**config.mk**
```make
export PLATFORM = sky130hd
export DESIGN_NAME = ptp_tx_tag_queue
export DESIGN_NICKNAME = d
export VERILOG_FILES = /design/src/rtl/ptp_tx_tag_queue.sv
export SDC_FILE = /design/constraint.sdc
export NUM_CORES = 1
export LEC_CHECK = 0
export BUFFER_PORTS_ARGS = -buffer_cell sky130_fd_sc_hd__buf_2
export CORE_MARGIN = 10
export CORE_UTILIZATION = 35
export CTS_BUF_LIST = sky130_fd_sc_hd__clkbuf_4 sky130_fd_sc_hd__clkbuf_8
export DETAILED_ROUTE_END_ITERATION = 16
export PLACE_DENSITY = 0.5
export SLEW_MARGIN = 40
export SYNTH_ARGS = -nofsm -noshare
export SYNTH_HDL_FRONTEND = slang
export SYNTH_SLANG_ARGS = --single-unit
export TNS_END_PERCENT = 5
```
**constraint.sdc**
```tcl
create_clock -name clk -period 21.9 [get_ports clk]
set_clock_uncertainty 0.1 [all_clocks]
set_input_delay 3.285 -clock clk [delete_from_list [all_inputs] [get_ports clk]]
set_output_delay 3.285 -clock clk [all_outputs]
set_load 0.05 [all_outputs]
```
**src/rtl/ptp_tx_tag_queue.sv**
```systemverilog
module ptp_tx_tag_queue #(
  parameter int DEPTH = 8,
  parameter int TAG_W = 16,
  parameter int TS_W  = 80
) (
  input  logic             clk,
  input  logic             rst_n,
  input  logic             sop_valid,
  input  logic [1:0]       op_code,
  input  logic [TAG_W-1:0] tag_in,
  input  logic [TS_W-1:0]  timer_in,
  input  logic             rd_req,
  output logic             ts_valid,
  output logic [TAG_W-1:0] ts_tag,
  output logic [TS_W-1:0]  ts_time,
  output logic             err_push,
  output logic             err_pop
);
  localparam int AW = (DEPTH > 1) ? $clog2(DEPTH) : 1;
  localparam int EW = TAG_W + TS_W;

  logic [EW-1:0] mem [DEPTH];
  logic [AW-1:0] wr_ptr, rd_ptr;
  logic [AW:0]   cnt;

  wire take  = sop_valid && (op_code == 2'b01 || op_code == 2'b10);
  wire empty = (cnt == '0);
  wire full  = (cnt == (AW+1)'(DEPTH));
  wire do_rd = rd_req && !empty;
  wire do_wr = take && (!full || do_rd);

  function automatic logic [AW-1:0] nxt(input logic [AW-1:0] p);
    return (p == AW'(DEPTH-1)) ? '0 : p + 1'b1;
  endfunction

  always_ff @(posedge clk) begin
    if (do_wr) mem[wr_ptr] <= {tag_in, timer_in};
  end

  always_ff @(posedge clk) begin
    if (!rst_n) begin
      wr_ptr   <= '0;
      rd_ptr   <= '0;
      cnt      <= '0;
      ts_valid <= 1'b0;
      ts_tag   <= '0;
      ts_time  <= '0;
      err_push <= 1'b0;
      err_pop  <= 1'b0;
    end else begin
      ts_valid <= do_rd;
      if (do_wr) wr_ptr <= nxt(wr_ptr);
      if (do_rd) begin
        rd_ptr            <= nxt(rd_ptr);
        {ts_tag, ts_time} <= mem[rd_ptr];
      end
      if (do_wr && !do_rd)      cnt <= cnt + 1'b1;
      else if (do_rd && !do_wr) cnt <= cnt - 1'b1;
      if (take && !do_wr)     err_push <= 1'b1;
      if (rd_req && empty)    err_pop  <= 1'b1;
    end
  end

  p_no_overflow_r9: assert property (@(posedge clk) disable iff (!rst_n)
    cnt <= (AW+1)'(DEPTH));
  p_push_sticky_r11: assert property (@(posedge clk) disable iff (!rst_n)
    err_push |=> err_push);
  p_pop_sticky_r11: assert property (@(posedge clk) disable iff (!rst_n)
    err_pop |=> err_pop);
  p_valid_after_req_r7: assert property (@(posedge clk) disable iff (!rst_n)
    ts_valid |-> $past(rd_req));
  p_nop_no_entry_r4: assert property (@(posedge clk) disable iff (!rst_n)
    (sop_valid && !take && !rd_req) |=> cnt == $past(cnt));
  p_empty_no_valid_r10: assert property (@(posedge clk) disable iff (!rst_n)
    (rd_req && empty) |=> !ts_valid);
endmodule

```
==> results.sh, run 1 <==
export IMPL_cts_path_max_buffers=3
export IMPL_die_y_um=322.3
export IMPL_max_freq_ghz=0.1795
export IMPL_synthAdderAreaFrac_pct=0.3365
export IMPL_switching_share_pct=29.53
export IMPL_status="finished clean"
export IMPL_synth_flop_cell="edfxtp_1"
export IMPL_setup_worst_path_start_class="input pin"
export IMPL_drtAntennaViolNets=0
export IMPL_fp_dieW_um=322.3
export IMPL_synthCells=1514
export IMPL_top_layer_used="met5"
export IMPL_fin_crit_sh_pct=25.44
export IMPL_synth_simple_gate_area_share_pct=1.796
export IMPL_slew_viol_final=0
export IMPL_p_int_w=0.003115
export IMPL_cts_setup_buffers=0
export IMPL_wl_per_cell_um=25.14
export IMPL_power_switching_w=0.001305
export IMPL_floorplan_die_area_um2=103900
export IMPL_grt_pass1_vias=17280
export IMPL_ios=201
export IMPL_hpwl_mm=40.58
export IMPL_io_buffers=200
export IMPL_root_buffer="clkbuf_8"
export IMPL_start_util_pct=35.42
export IMPL_cts_clk_slew_worst_paths_ns=0.06
export IMPL_synth_seq_area_share_pct=78.94
export IMPL_cts_tree="yes"
export IMPL_worst_slew_pin_slew_ns=0.8283
export IMPL_cts_htree_levels=4
export IMPL_synth_xor_area_share_pct=0.08216
export IMPL_drt_initial_drc_count=1196
export IMPL_vdd_drop_max_mv=0.05835
export IMPL_drive_gt1_share_pct=36.44
export IMPL_grt_max_degree=97
export IMPL_multi_input_comb_area_um2=6292
export IMPL_synth_area_top_cells="edfxtp_1, mux4_2, dfxtp_1"
export IMPL_postCtsHoldBufs=0
export IMPL_synth_top_area_share_pct=72.12
export IMPL_power_density_nw_per_um2=117.5
export IMPL_drc_errors=0
export IMPL_power_leakage_nw=12.39
export IMPL_maxCapViolations=0
export IMPL_core_um2=90290
export IMPL_synthMuxAreaShare_pct=13.68
export IMPL_slew_headroom_pct=44.78
export IMPL_crit_arrival_ns=5.87
export IMPL_routed_wl_mm=78.23
export IMPL_synth_area_per_cell_um2=21.12
export IMPL_ys_ff_latch=877
export IMPL_worstSetupEndpointType="register"
export IMPL_gp_congestion=0.6768
export IMPL_period_needed_ns=5.570
export IMPL_required_ns=22.20
export IMPL_grt_pass1_wl_mm=115.4
export IMPL_syn_nets=1624
export IMPL_finalSetupViolations=0
export IMPL_crit_slowest_cell="buf_4"
export IMPL_num_vias=15938
export IMPL_seq_area_um2=25250
export IMPL_synth_area_um2=31980
export IMPL_antenna_found_initial=23
export IMPL_synth_edf_count=768
export IMPL_hold_path_class="reg2reg"
export IMPL_overflow=0
export IMPL_synth_compound_area_share_pct=3.596
export IMPL_crit_chain="buf_2, xor2_1, nand3b_2, inv_2, nand2_1, nor3b_2, buf_4, buf_6"
export IMPL_cts_made_buffers=150
export IMPL_yosys_area_top_type="edfxtp_1"
export IMPL_grtUsageTotal_pct=15.07
export IMPL_dr_wl_met2_mm=39.44
export IMPL_critPathMaxStageDelay_ns=0.61
export IMPL_area_delta_synth_final_pct=17.65
export IMPL_pwr_share_clk_pct=35.5
export IMPL_fillers=8036
export IMPL_m1WireLength_mm=33.47
export IMPL_synth_distinct_cells=37
export IMPL_yosys_warnings=0
export IMPL_met3_length_mm=3.650
export IMPL_fin_nets=1916
export IMPL_clock_sinks=877
export IMPL_tns_ns=0
export IMPL_share_seq_of_total_power_pct=45.1
export IMPL_synth_async_reset_ratio_pct=0
export IMPL_viasPerCell=5.121
export IMPL_fin_util_pct=41.67
export IMPL_synth_top_family_by_area="multiplexers"
export IMPL_crit_fanout=53
export IMPL_clk_latency_ns=0.79
export IMPL_rows=110
export IMPL_combPwrFrac_pct=19.4
export IMPL_rsz0062_at_grt="no"
export IMPL_worstSetupPathType="in2reg"
export IMPL_final_hold_viol_count=0
export IMPL_cts_resized=0
export IMPL_first_pass_iters=5
flip-flops by register name (all words and copies together), names as in the netlist:
register	flops
wr_ptr	3
mem	768
cnt	4
rd_ptr	3
ts_time	80
err_push	1
ts_tag	16
ts_valid	1
err_pop	1
metrics by stage:
step           power, W  instance area [um2]  hold slack (ns)  setup WS (ns)  instances
2_1_floorplan  0.002655                31980           0.3644          7.492       1514
3_3_place_gp   0.002901                34250           0.3653          15.23       2828
3_5_place_dp   0.002907                34330           0.3734          15.51       2829
4_1_cts        0.004494                37580           0.3903          16.39       3107
5_1_grt        0.004626                37620           0.4157          16.24       3111
6_report       0.004421                37620           0.3843          16.33       3112
power groups by stage:
stage,Combinational [W],Clock [W],Sequential [W]
6_report,0.000857,0.00157,0.00200
5_1_grt,0.000924,0.00170,0.00201
4_1_cts,0.000875,0.00162,0.00200
3_5_place_dp,0.000873,0,0.00203
3_3_place_gp,0.000858,0,0.00204
2_1_floorplan,0.000454,0,0.00220
worst paths after layout:
kind | cells after the start | slack, ns | start | endpoint
worst max register to register | 8 | 18.39 | cnt[0] | mem[6][89]
worst min register to register | 2 | 0.38 | err_push | err_push
worst min-delay path | 2 | 0.38 | err_push | err_push
worst max-delay path | 8 | 16.33 | op_code[1] | mem[6][89]
cells in the mapped netlist (2+ instances only):
library cell / number
a21boi_0: 3
a21oi_1: 2
a31oi_1: 2
and2_1: 3
buf_1: 3
buf_2: 21
buf_4: 20
buf_6: 7
clkbuf_1: 38
dfxtp_1: 109
edfxtp_1: 768
ha_1: 7
inv_1: 3
mux2i_1: 5
mux4_2: 192
nand2_1: 9
nor2_1: 100
nor2b_1: 7
nor3_1: 3
nor3b_1: 2
nor4b_1: 2
o21ai_0: 90
o21ai_1: 7
o22ai_1: 96
or3_1: 2
xnor2_1: 2
cells by family (layout without fill, tap and decap cells):
logic type / after synthesis / count (layout)
mux: 197 / 197
other cells: 0 / 4
flops: 877 / 877
buf+inv: 93 / 511
xor+xnor: 3 / 3
fa+ha+maj: 8 / 8
simple gates: 134 / 134
compound gates: 202 / 202
routing by layer:
layer	GRT usage, %	up-vias
li1	-	6880
met1	19.30	8473
met2	25.31	430
met3	3.406	145
met4	4.631	10
met5	0	-
layout by cell type (no fill, tap or decap), drive strengths merged, types with 14 or more instances in the layout:
cell type,count
clkinv,31
clkbuf,226
mux4,192
nor2,100
buf,227
edfxtp,768
inv,14
o21ai,97
o22ai,96
dfxtp,109
worst max-delay path: cells and delay by family:
family,cells,cell delay [ns]
buf+inv,4,1.54
simple gates,3,0.67
xor+xnor,1,0.21
area by class of cell:
type	instances	share of cell area (%)
Antenna cell	4	0.02660
Clock buffer	224	7.180
Clock inverter	54	1.453
Inverter	4	0.03991
Multi-Input combinational cell	544	16.72
Sequential cell	877	67.12
Tap cell	1176	3.911
Timing Repair Buffer	229	3.548
Note: power is estimated with default switching activity, not from simulation.
==> inputs of run 2 (changes only) <==
Settings changed: ABC_AREA from default to 1, PLACE_DENSITY 0.5 to 0.51.
Clock period 21.9 ns to 5.1 ns, I/O delays scaled along.
==> results.sh, run 2 <==
export IMPL_cts_tree="yes"
export IMPL_crit_chain="buf_4, buf_6, nand2_1, nand3_1, nand3_1, nand2_1, a21oi_2"
export IMPL_area_delta_synth_final_pct=15.27
export IMPL_floorplan_die_area_um2=120200
export IMPL_cts_clk_slew_worst_paths_ns=0.06
export IMPL_final_hold_viol_count=0
export IMPL_rsz0062_at_grt="no"
export IMPL_r2r_setup_slack_ns=2.11
export IMPL_first_pass_iters=5
export IMPL_drc_errors=0
export IMPL_clock_sinks=877
export IMPL_synth_distinct_cells=25
export IMPL_required_ns=5.65
export IMPL_wl_per_cell_um=17.13
export IMPL_critPathMaxStageDelay_ns=0.78
export IMPL_layout_commonest_cell="nand2_1"
export IMPL_fin_crit_sh_pct=58.54
export IMPL_io_buffers=200
export IMPL_fin_nets=4066
export IMPL_crit_buf_inv=2
export IMPL_hpwl_mm=49.17
export IMPL_reg2reg_depth=7
export IMPL_synth_seq_area_share_pct=67.60
export IMPL_viasPerCell=4.455
export IMPL_final_cell_mix="nand2_1, inv_1, edfxtp_1"
export IMPL_synth_area_um2=37340
export IMPL_place_ws_ns=1.760
export IMPL_hold_path_class="in2reg"
export IMPL_fin_ws_ns=2.115
export IMPL_fin_area_um2=43040
export IMPL_finalSetupViolations=0
export IMPL_num_vias=24420
export IMPL_start_util_pct=35.37
export IMPL_worst_slew_pin_slew_ns=0.8370
export IMPL_cts_setup_buffers=0
export IMPL_finalPower_w=0.02157
export IMPL_top_register="mem"
export IMPL_largest_reg_flops=768
export IMPL_yosys_cell_count_top_type="nand2_1"
export IMPL_fp_dieW_um=346.6
export IMPL_grt_max_degree=197
export IMPL_dpl_cell_area_um2=39800
export IMPL_crit_fanout=85
export IMPL_ios=201
export IMPL_die_y_um=346.6
export IMPL_hold_slack_ns=0.1304
export IMPL_synth_area_top_cells="edfxtp_1, nand2_1, inv_1"
export IMPL_maxCapViolations=0
export IMPL_syn_nets=3855
export IMPL_drive_gt1_share_pct=13.41
export IMPL_fin_util_pct=40.77
export IMPL_worstHoldPathCells=1
export IMPL_synth_common_cells="nand2_1, inv_1, edfxtp_1"
export IMPL_routed_wl_mm=93.87
export IMPL_clk_latency_ns=0.80
export IMPL_yosys_area_top_type="edfxtp_1"
export IMPL_vdd_drop_max_mv=0.4110
export IMPL_synth_area_per_cell_um2=9.971
export IMPL_cts_path_max_buffers=3
export IMPL_cts_resized=0
export IMPL_power_leakage_nw=19.33
export IMPL_root_buffer="clkbuf_8"
export IMPL_overflow=0
export IMPL_fillers=10075
export IMPL_crit_arrival_ns=3.53
export IMPL_synthCells=3745
export IMPL_slew_viol_final=0
export IMPL_cp_depth=7
export IMPL_postCtsHoldBufs=0
export IMPL_worstSetupPathType="reg2reg"
export IMPL_rows=119
export IMPL_core_um2=105600
export IMPL_top_regs="mem (768), ts_time (80), ts_tag (16)"
export IMPL_yosys_warnings=0
export IMPL_drt_initial_drc_count=1496
export IMPL_gp_congestion=0.7236
export IMPL_cts_htree_levels=4
export IMPL_synth_flop_cell="edfxtp_1"
export IMPL_power_density_nw_per_um2=501.0
export IMPL_synth_async_reset_ratio_pct=0
export IMPL_period_needed_ns=2.985
export IMPL_grt_pass1_wl_mm=143.6
export IMPL_crit_slowest_cell="dfxtp_4"
export IMPL_critical_path_top_delay_family="buffers and inverters"
export IMPL_synth_edf_count=768
export IMPL_worstSetupEndpointType="register"
export IMPL_cts_made_buffers=150
export IMPL_setup_worst_path_start_class="register"
export IMPL_max_freq_ghz=0.3350
export IMPL_slew_headroom_pct=44.20
export IMPL_antenna_found_initial=26
export IMPL_grtUsageTotal_pct=15.40
export IMPL_synth_top_area_share_pct=61.76
export IMPL_grt_pass1_vias=24001
export IMPL_status="finished clean"
export IMPL_drtAntennaViolNets=0
export IMPL_ys_ff_latch=877
[run 2: cell count changes in the layout (fill, tap and decap cells not counted), moves of 70 or more]
cell / change
a21oi_1: +70
inv_1: +875
mux4_2: -192
nand2_1: +1068
nand3_1: +577
nor2_1: -82
o21ai_0: -83
o22ai_1: -96
[run 2: area by class of cell]
| type | instances | area (um2) | share of cell area [%] |
|---|---|---|---|
| Antenna cell | 5 | 12.51 | 0.02907 |
| Clock buffer | 238 | 2907 | 6.753 |
| Clock inverter | 43 | 290.3 | 0.6744 |
| Inverter | 882 | 3362 | 7.811 |
| Multi-Input combinational cell | 1806 | 7926 | 18.41 |
| Sequential cell | 877 | 25260 | 58.67 |
| Tap cell | 1391 | 1740 | 4.043 |
| Timing Repair Buffer | 239 | 1550 | 3.602 |
[run 2: worst paths after layout]
path,startpoint,endpoint
setup / recovery,rd_ptr[0],ts_time[38]
hold / removal,timer_in[5],mem[1][5]
setup reg to reg,rd_ptr[0],ts_time[38]
hold reg to reg,err_push,err_push
[run 2: worst register-to-register path, delay by kind of cell (launching register included)]
kind | cells | cell delay, ns
buffers and inverters | 2 | 1.38
flip-flops | 1 | 0.78
AO/OA/AOI/OAI | 1 | 0.06
AND/OR/NAND/NOR | 4 | 0.53
[run 2: through the flow]
stage               setup TNS [ns]  cells
global placement                 0   5191
detailed placement               0   5194
CTS                              0   5475
global route                     0   5479
finish                           0   5481
floorplan                  -712.47   3745
[run 2: logic make-up after synthesis]
kind of cell / after synthesis / synth area share (%)
and+or+nand+nor: 1686 / 18.93
buffers and inverters: 1062 / 11.35
DFF: 877 / 67.60
AOI/OAI and AO/OA: 110 / 1.783
adders and majority gates: 8 / 0.2881
xor gates and xnor gates: 2 / 0.04692
[run 2: metal layers]
metal | share of wire, % | GRT usage [%]
met1 | 45 | 19.68
met2 | 48 | 25.62
met3 | 5.1 | 3.842
met4 | 1.9 | 4.668
met5 | 0.17 | 0
[run 2: power breakdown]
part           leakage [nW]  internal, W  switching (W)
registers              7.85      0.00832       0.000381
clock network          1.70      0.00377        0.00284
logic                  9.78      0.00160        0.00466
